<file path="config.mk">
export PLATFORM = sky130hd
export DESIGN_NAME = fp_half_single_conv
export DESIGN_NICKNAME = d
export VERILOG_FILES = /design/src/rtl/hpconv_pkg.sv /design/src/rtl/hpconv_widen.sv /design/src/rtl/hpconv_narrow.sv /design/src/rtl/fp_half_single_conv.sv
export SDC_FILE = /design/constraint.sdc
export NUM_CORES = 1
export LEC_CHECK = 0
export BUFFER_PORTS_ARGS = -buffer_cell sky130_fd_sc_hd__buf_2
export CAP_MARGIN = 30
export CORE_ASPECT_RATIO = 1.75
export CORE_MARGIN = 10
export CORE_UTILIZATION = 31
export DETAILED_ROUTE_END_ITERATION = 7
export GPL_TIMING_DRIVEN = 0
export PLACE_DENSITY = 0.61
export RECOVER_POWER = 100
export SETUP_SLACK_MARGIN = 0.3
export SLEW_MARGIN = 20
export SYNTH_ARGS = -nofsm -noshare
export SYNTH_HDL_FRONTEND = slang
export SYNTH_HIERARCHICAL = 1
export SYNTH_SLANG_ARGS = --single-unit
</file>
<file path="constraint.sdc">
create_clock -name clk -period 0.8 [get_ports clk]
set_clock_uncertainty 0.05 [all_clocks]
set_input_delay 0.16 -clock clk [delete_from_list [all_inputs] [get_ports clk]]
set_output_delay 0.16 -clock clk [all_outputs]
set_load 0.005 [all_outputs]
</file>
<file path="src/rtl/hpconv_pkg.sv">
package hpconv_pkg;
  // format geometry
  localparam int H_EW = 5;
  localparam int H_MW = 10;
  localparam int S_EW = 8;
  localparam int S_MW = 23;
  localparam int H_W  = 1 + H_EW + H_MW;
  localparam int S_W  = 1 + S_EW + S_MW;
  localparam int H_BIAS = (1 << (H_EW - 1)) - 1;
  localparam int S_BIAS = (1 << (S_EW - 1)) - 1;
  localparam int BIAS_GAP = S_BIAS - H_BIAS;
  localparam int PAD = S_MW - H_MW;
  // NaN payload placement
  localparam int NAN_HI = 2;
  localparam int NAN_LO = 8;
  localparam int NAN_MID = S_MW - NAN_HI - NAN_LO;
  // narrowing thresholds (single biased exponent)
  localparam int MIN_NORM_E = BIAS_GAP + 1;
  localparam int OVF_E = S_BIAS + H_BIAS + 1;
  localparam int SH_MAX = 32;
  localparam int SH_W = 6;
  localparam int DEN_SH_REF = MIN_NORM_E + PAD;
  localparam int CAP_E = DEN_SH_REF - SH_MAX;
  localparam int WIDE_W = S_MW + 1 + SH_MAX;
  // lowest exponent reached by a widened half denormal
  localparam int DEN_BASE = S_BIAS - H_BIAS + 1 - H_MW;

  typedef struct packed {
    logic inv;
    logic ovf;
    logic unf;
    logic inx;
  } exc_t;
endpackage

</file>
<file path="src/rtl/hpconv_widen.sv">
module hpconv_widen
  import hpconv_pkg::*;
(
  input  logic [H_W-1:0] h_in,
  output logic [S_W-1:0] s_out,
  output exc_t           exc
);
  logic              sg;
  logic [H_EW-1:0]   ex;
  logic [H_MW-1:0]   mn;
  logic [3:0]        lead;
  logic [3:0]        shamt;
  logic [H_MW:0]     norm;
  logic [S_EW-1:0]   den_e;

  assign sg = h_in[H_W-1];
  assign ex = h_in[H_W-2 -: H_EW];
  assign mn = h_in[H_MW-1:0];

  // position of the leading one of a denormal significand
  always_comb begin
    lead = '0;
    for (int i = 0; i < H_MW; i++) begin
      if (mn[i]) lead = 4'(i);
    end
    shamt = 4'(H_MW) - lead;
    norm  = {1'b0, mn} << shamt;
    den_e = 8'(DEN_BASE) + {4'b0, lead};
  end

  always_comb begin
    exc = '0;
    if (ex == {H_EW{1'b1}}) begin
      if (mn == '0) begin
        s_out = {sg, {S_EW{1'b1}}, {S_MW{1'b0}}};
      end else begin
        s_out = {sg, {S_EW{1'b1}}, mn[H_MW-1 -: NAN_HI], {NAN_MID{1'b0}},
                 mn[NAN_LO-1:0]};
        exc.inv = ~mn[H_MW-1];
      end
    end else if (ex == '0) begin
      if (mn == '0) begin
        s_out = {sg, {(S_W-1){1'b0}}};
      end else begin
        s_out = {sg, den_e, norm[H_MW-1:0], {PAD{1'b0}}};
      end
    end else begin
      s_out = {sg, 8'({3'b0, ex} + 8'(BIAS_GAP)), mn, {PAD{1'b0}}};
    end
  end
endmodule

</file>
<file path="src/rtl/hpconv_narrow.sv">
module hpconv_narrow
  import hpconv_pkg::*;
(
  input  logic [S_W-1:0] s_in,
  output logic [H_W-1:0] h_out,
  output exc_t           exc
);
  logic              sg;
  logic [S_EW-1:0]   ex;
  logic [S_MW-1:0]   mf;
  logic [S_MW:0]     sig;
  logic [SH_W-1:0]   sh;
  logic [WIDE_W-1:0] wide;
  logic [S_MW:0]     kept;
  logic              grd;
  logic              stk;
  logic              rnd;
  logic              tiny;
  logic [H_W-2:0]    base;
  logic [H_W-2:0]    sum;
  logic [H_MW-1:0]   pay;

  assign sg  = s_in[S_W-1];
  assign ex  = s_in[S_W-2 -: S_EW];
  assign mf  = s_in[S_MW-1:0];
  assign sig = {|ex, mf};
  assign tiny = (ex < 8'(MIN_NORM_E));

  // alignment shift: fixed for normals, growing for denormal results
  always_comb begin
    if (!tiny) begin
      sh = SH_W'(PAD);
    end else if (ex < 8'(CAP_E)) begin
      sh = SH_W'(SH_MAX);
    end else begin
      sh = SH_W'(8'(DEN_SH_REF) - ex);
    end
    wide = {sig, {SH_MAX{1'b0}}} >> sh;
    kept = wide[WIDE_W-1 -: (S_MW + 1)];
    grd  = wide[SH_MAX-1];
    stk  = |wide[SH_MAX-2:0];
    rnd  = grd & (stk | kept[0]);
    if (tiny) begin
      base = {{H_EW{1'b0}}, kept[H_MW-1:0]};
    end else begin
      base = {H_EW'(ex - 8'(BIAS_GAP)), kept[H_MW-1:0]};
    end
    // a carry out of the significand moves into the exponent field
    sum = base + (H_W-1)'(rnd);
  end

  // NaN payload placement with forced nonzero payload
  always_comb begin
    pay = {mf[S_MW-1 -: NAN_HI], mf[NAN_LO-1:0]};
    if (pay == '0) pay[NAN_LO] = 1'b1;
  end

  always_comb begin
    exc = '0;
    if (ex == {S_EW{1'b1}}) begin
      if (mf == '0) begin
        h_out = {sg, {H_EW{1'b1}}, {H_MW{1'b0}}};
      end else begin
        h_out = {sg, {H_EW{1'b1}}, pay};
        exc.inv = ~mf[S_MW-1];
      end
    end else if (ex >= 8'(OVF_E)) begin
      h_out = {sg, {H_EW{1'b1}}, {H_MW{1'b0}}};
      exc.ovf = 1'b1;
      exc.inx = 1'b1;
    end else begin
      h_out   = {sg, sum};
      exc.inx = grd | stk;
      exc.ovf = (sum[H_W-2 -: H_EW] == {H_EW{1'b1}});
      exc.unf = tiny & (grd | stk);
    end
  end
endmodule

</file>
<file path="src/rtl/fp_half_single_conv.sv">
module fp_half_single_conv
  import hpconv_pkg::*;
(
  input  logic           clk,
  input  logic           rst_n,
  input  logic           in_valid,
  input  logic           in_dir,
  input  logic [S_W-1:0] in_data,
  output logic           out_valid,
  output logic [S_W-1:0] out_data,
  output logic           out_invalid,
  output logic           out_overflow,
  output logic           out_underflow,
  output logic           out_inexact,
  output logic           out_any
);
  logic [S_W-1:0] w_res;
  exc_t           w_exc;
  logic [H_W-1:0] n_res;
  exc_t           n_exc;
  logic [S_W-1:0] nxt_data;
  exc_t           nxt_exc;
  logic           nxt_any;
  exc_t           exc_q;
  logic           any_q;

  hpconv_widen u_widen (
    .h_in  (in_data[H_W-1:0]),
    .s_out (w_res),
    .exc   (w_exc)
  );

  hpconv_narrow u_narrow (
    .s_in  (in_data),
    .h_out (n_res),
    .exc   (n_exc)
  );

  // next-state selection
  always_comb begin
    if (in_dir) begin
      nxt_data = {{(S_W-H_W){1'b0}}, n_res};
      nxt_exc  = n_exc;
    end else begin
      nxt_data = w_res;
      nxt_exc  = w_exc;
    end
    nxt_any = |nxt_exc;
  end

  always_ff @(posedge clk or negedge rst_n) begin
    if (!rst_n) begin
      out_valid <= 1'b0;
    end else begin
      out_valid <= in_valid;
    end
  end

  always_ff @(posedge clk or negedge rst_n) begin
    if (!rst_n) begin
      out_data <= '0;
      exc_q    <= '0;
      any_q    <= 1'b0;
    end else if (in_valid) begin
      out_data <= nxt_data;
      exc_q    <= nxt_exc;
      any_q    <= nxt_any;
    end
  end

  assign out_invalid   = exc_q.inv;
  assign out_overflow  = exc_q.ovf;
  assign out_underflow = exc_q.unf;
  assign out_inexact   = exc_q.inx;
  assign out_any       = any_q;

  AST_VALID_TRACKS: assert property (@(posedge clk) disable iff (!rst_n)
    in_valid |=> out_valid);
  AST_NARROW_UPPER_ZERO: assert property (@(posedge clk) disable iff (!rst_n)
    (in_valid && in_dir) |=> (out_data[S_W-1:H_W] == '0));
  AST_WIDEN_NO_ARITH_FLAGS: assert property (@(posedge clk) disable iff (!rst_n)
    (in_valid && !in_dir) |=> (!out_overflow && !out_underflow && !out_inexact));
  AST_NARROW_NAN_KEPT: assert property (@(posedge clk) disable iff (!rst_n)
    (in_valid && in_dir && (in_data[S_W-2 -: S_EW] == {S_EW{1'b1}}) && (in_data[S_MW-1:0] != '0))
    |=> ((out_data[H_W-2 -: H_EW] == {H_EW{1'b1}}) && (out_data[H_MW-1:0] != '0)));
  AST_UNF_INEXACT: assert property (@(posedge clk) disable iff (!rst_n)
    (out_valid && out_underflow) |-> out_inexact);
  AST_OVF_INF: assert property (@(posedge clk) disable iff (!rst_n)
    (out_valid && out_overflow) |-> (out_inexact && (out_data[H_W-2:0] == {{H_EW{1'b1}}, {H_MW{1'b0}}})));
  AST_SUMMARY_SET: assert property (@(posedge clk) disable iff (!rst_n)
    (out_valid && (out_invalid || out_overflow || out_underflow || out_inexact)) |-> out_any);
  AST_HOLD: assert property (@(posedge clk) disable iff (!rst_n)
    !in_valid |=> ($stable(out_data) && $stable(out_any) && $stable(out_inexact)));
endmodule

</file>
==> impl_metrics.toml <==
[critical_path]
regToRegEndpoint = "out_invalid"
setup.worst_path.class = "in2reg"
path_common_cell = "sky130_fd_sc_hd__buf_6"
path_max_fanout = 10
worstPathArrival_ns = 4.55
rrSetupSlack_ns = -0.15
cp_required_ns = 0.92
cp_cell_sequence = "buf_12 > clkinvlp_4 > ha_4 > or3b_4 > a41o_4 > buf_12 > buf_6 > buf_6 > nor2_2 > nor2_1 > a32oi_2 > inv_1 > ha_4 > and4_4 > a31oi_4 > nor4_2 > a41o_1 > a31oi_1 > o22ai_2 > buf_4 > buf_6 > mux2i_1 > a21oi_1"
endpoint_kind = "flip-flop"
worst_r2r_startpoint = "out_invalid"
cp_slowest_cell = "sky130_fd_sc_hd__nor2_2"
max_stage_delay_ns = 0.48
worst_setup_path_start_kind = "input port"
ff2ff_path_depth = 4

[clock_tree]
clock-root-buffer = "sky130_fd_sc_hd__clkbuf_16"
cts.htree.levels = 2
clock_insertion_delay_worst_skew_ns = 0.29
clock_sink_count = 38
max-clock-path-buffers = 2
tritoncts_clock_tree = "yes"
clkSlewWorstSetupHoldPaths_ns = 0.06
tritoncts.num_buffers = 5

[synthesis]
netlist_top_cells_count = "sky130_fd_sc_hd__nor2_1 (70), sky130_fd_sc_hd__nand2_1 (57), sky130_fd_sc_hd__nand3_1 (55)"
post_synth_main_area_contributors = "sky130_fd_sc_hd__dfrtp_1 (16%), sky130_fd_sc_hd__mux2i_1 (5.2%), sky130_fd_sc_hd__nand3_1 (4.7%), sky130_fd_sc_hd__a21oi_1 (4.6%), sky130_fd_sc_hd__nor2_1 (4.5%)"
synth.cell_area_um2 = 5820
dominantRegCellSynth = "sky130_fd_sc_hd__dfrtp_1"
synth_most_common_cell = "sky130_fd_sc_hd__nor2_1"
post_synth.cell_area_avg_um2 = 7.35
synth.yosys.warnings = 6
netlist.area_leader.share = 0.163
post-synth-top-area-cell = "sky130_fd_sc_hd__dfrtp_1"
postSynthRegisterBits = 38
syn_inst = 792
synth_enable_flop_cells = 0
ys_seq_area_frac = 0.163
netlist-cell-type-count = 98
async_flop_share = 1.00

[hold_path]
worst_hold_path.num_cells = 1
whs_endpoint = "out_valid"
hold_start = "in_valid"
hp-class = "in2reg"

[sta]
tightest_slew_ns = 0.919
fin_ws_ns = -3.63
achievable-frequency_mhz = 226
slew_headroom = 0.387
fin_hold_ws_ns = -0.0573
rsz_0062_raised_after_global_routing = "true"
final-max-slew-violation-count = 0
layout_min_cycle_time_ns = 4.43
period_share = 5.54
setup_viol = 75
hold_violations = 39

[floorplanning]
die_h_um = 201
effective_utilization_at_floorplan = 0.315
die_width_um = 124
top_level_ports = 74
die_area_um2 = 24900
core_area_um2 = 18500
floorplan.rows = 66

[run_status]
run_status = "finished, violations left"
failed_checks = "hold timing, setup timing"

[global_route]
grt_overflow_total = 0
grt_pass1_wl_um = 44500
grt_max_degree = 39
grt_pass1_vias = 7865
initial_antenna_violation_count = 0
grt.total_usage = 0.232

[power]
power.share.combinational = 0.584
power_per_cell_area_nw_per_um2 = 1220
p_leak_nw = 3.84
switch_share = 0.402
worst_ir_drop_vdd_mv = 1.16
share_of_total_power_in_the_clock_network = 0.224
total_power_of_the_final_layout_mw = 11.5
power_switching_mw = 4.61
cell_internal_pwr_mw = 6.86
share_seq_of_total_power = 0.192

[drt]
drt_iter0_markers = 637
routed_wire_length_per_instance_um = 24.0
vias_per_cell = 6.10
wl_um = 30100
drt_pass1_iterations = 7
antenna_left = 0
vias = 7640
post-route-drc-count = 0

[layout]
antenna_cells = 0
fin_nets = 1057
area.growth.synth_to_final_pct = 61.6
final.fill_count = 1780
fraction_of_final_layout_cells_with_drive_strength_greater_than_1 = 0.452

[placed_design]
post-dp-hpwl_um = 21700
final_estimated_routing_congestion_in_global_placement = 1.05
port_buffers = 65

[run]
max-cap-violations = 0
==> what timing repair did <==
action / 4_1_cts / 5_1_grt
setup buffers: 105 / 37
pin swaps: 65 / 70
endpoints found under the hold margin: 39 / 39
setup endpoints to repair: 113 / 75
resized for setup: 195 / 95
gates cloned: 1 / 0
==> critical path: cells and delay by family <==
family                   cells  cell delay [ns]
multiplexers                 1             0.13
adder cells (fa/ha/maj)      2             0.31
AO/OA/AOI/OAI                7             1.50
buffers and inverters        8             1.04
AND/OR/NAND/NOR              5             1.37
==> per-stage QoR <==
| step | util | cell area (µm²) | cells | TNS, ns | setup slack (ns) |
|---|---|---|---|---|---|
| 2_1_floorplan | - | 6150 | 799 | -71.54 | -3.26 |
| 3_3_place_gp | 0.366 | 6780 | 1102 | -108.55 | -4.47 |
| 3_5_place_dp | 0.366 | 6780 | 1102 | -107.50 | -4.43 |
| 4_1_cts | 0.469 | 8670 | 1216 | -86.49 | -3.55 |
| 5_1_grt | 0.508 | 9410 | 1253 | -93.61 | -3.72 |
| 6_report | 0.508 | 9410 | 1253 | -88.89 | -3.63 |
==> how the worst max path moves through the flow <==
stage | depth (start not counted) | start | to
2_1_floorplan | 23 | in_data[23] | out_any
3_3_place_gp | 22 | in_data[24] | out_any
3_5_place_dp | 22 | in_data[24] | out_any
4_1_cts | 24 | in_data[23] | out_any
5_1_grt | 27 | in_data[23] | out_overflow
6_report | 23 | in_data[24] | out_overflow
==> logic make-up after synthesis <==
kind of cell / share of synthesized area
AOI/OAI and AO/OA: 0.329
adders and majority gates: 0.0150
muxes: 0.0613
DFF: 0.163
other: 0.000644
xor gates and xnor gates: 0.0299
buffers and inverters: 0.103
and+or+nand+nor: 0.298
==> flip-flops by register name (all words and copies together), names as in the netlist <==
name / flops
out_data: 32
out_any: 1
out_inexact: 1
out_invalid: 1
out_overflow: 1
out_underflow: 1
out_valid: 1
==> cells in the final DEF, fill, tap and decap left out, types with 8 or more instances in the layout <==
cell type | Yosys | layout
sky130_fd_sc_hd__buf_8 | 0 | 11
sky130_fd_sc_hd__clkbuf_1 | 13 | 8
sky130_fd_sc_hd__nand3_2 | 2 | 9
sky130_fd_sc_hd__nand3b_1 | 17 | 17
sky130_fd_sc_hd__nand2_2 | 1 | 8
sky130_fd_sc_hd__and2_1 | 11 | 10
sky130_fd_sc_hd__nor2_1 | 70 | 55
sky130_fd_sc_hd__and3_1 | 12 | 10
sky130_fd_sc_hd__xnor2_1 | 12 | 8
sky130_fd_sc_hd__conb_1 | 1 | 8
sky130_fd_sc_hd__o21ai_0 | 41 | 23
sky130_fd_sc_hd__nor3_1 | 20 | 14
sky130_fd_sc_hd__buf_2 | 30 | 69
sky130_fd_sc_hd__a31oi_4 | 1 | 9
sky130_fd_sc_hd__a31oi_1 | 20 | 11
sky130_fd_sc_hd__nand3_1 | 55 | 47
sky130_fd_sc_hd__o211ai_1 | 11 | 11
sky130_fd_sc_hd__mux2i_1 | 30 | 24
sky130_fd_sc_hd__o21ai_1 | 24 | 34
sky130_fd_sc_hd__inv_1 | 33 | 28
sky130_fd_sc_hd__buf_12 | 1 | 16
sky130_fd_sc_hd__buf_4 | 15 | 121
sky130_fd_sc_hd__nor2_2 | 3 | 12
sky130_fd_sc_hd__nand4_1 | 12 | 12
sky130_fd_sc_hd__dfrtp_1 | 38 | 38
sky130_fd_sc_hd__nand2_1 | 57 | 48
sky130_fd_sc_hd__buf_6 | 12 | 48
sky130_fd_sc_hd__a21oi_1 | 54 | 50
==> power by group through the flow <==
stage | logic, mW | registers, mW | clock network [mW]
final | 6.70 | 2.21 | 2.57
after global routing | 7.03 | 2.23 | 2.65
after CTS | 5.76 | 2.21 | 2.59
after detailed placement | 4.42 | 2.25 | 0
after global placement | 4.44 | 2.24 | 0
after floorplan | 2.91 | 2.25 | 0
==> area by class of cell <==
| class | instances | area [µm²] | area share |
|---|---|---|---|
| sequential | 38 | 951 | 0.101 |
| inverter | 34 | 156 | 0.0166 |
| clock inverter | 3 | 68.8 | 0.00732 |
| clock buffer | 5 | 125 | 0.0133 |
| tap | 238 | 298 | 0.0317 |
| multi-input combinational | 654 | 5410 | 0.575 |
| timing repair buffer | 208 | 1700 | 0.181 |
| buffer | 73 | 693 | 0.0737 |
==> metal layers <==
layer / global-route usage / wire (µm) / share of wire
met1: 0.225 / 10000 / 0.33
met2: 0.420 / 15500 / 0.51
met3: 0.0182 / 1410 / 0.047
met4: 0.198 / 3180 / 0.11
met5: 0 / 0 / 0
(Power assumes the default switching activity.)
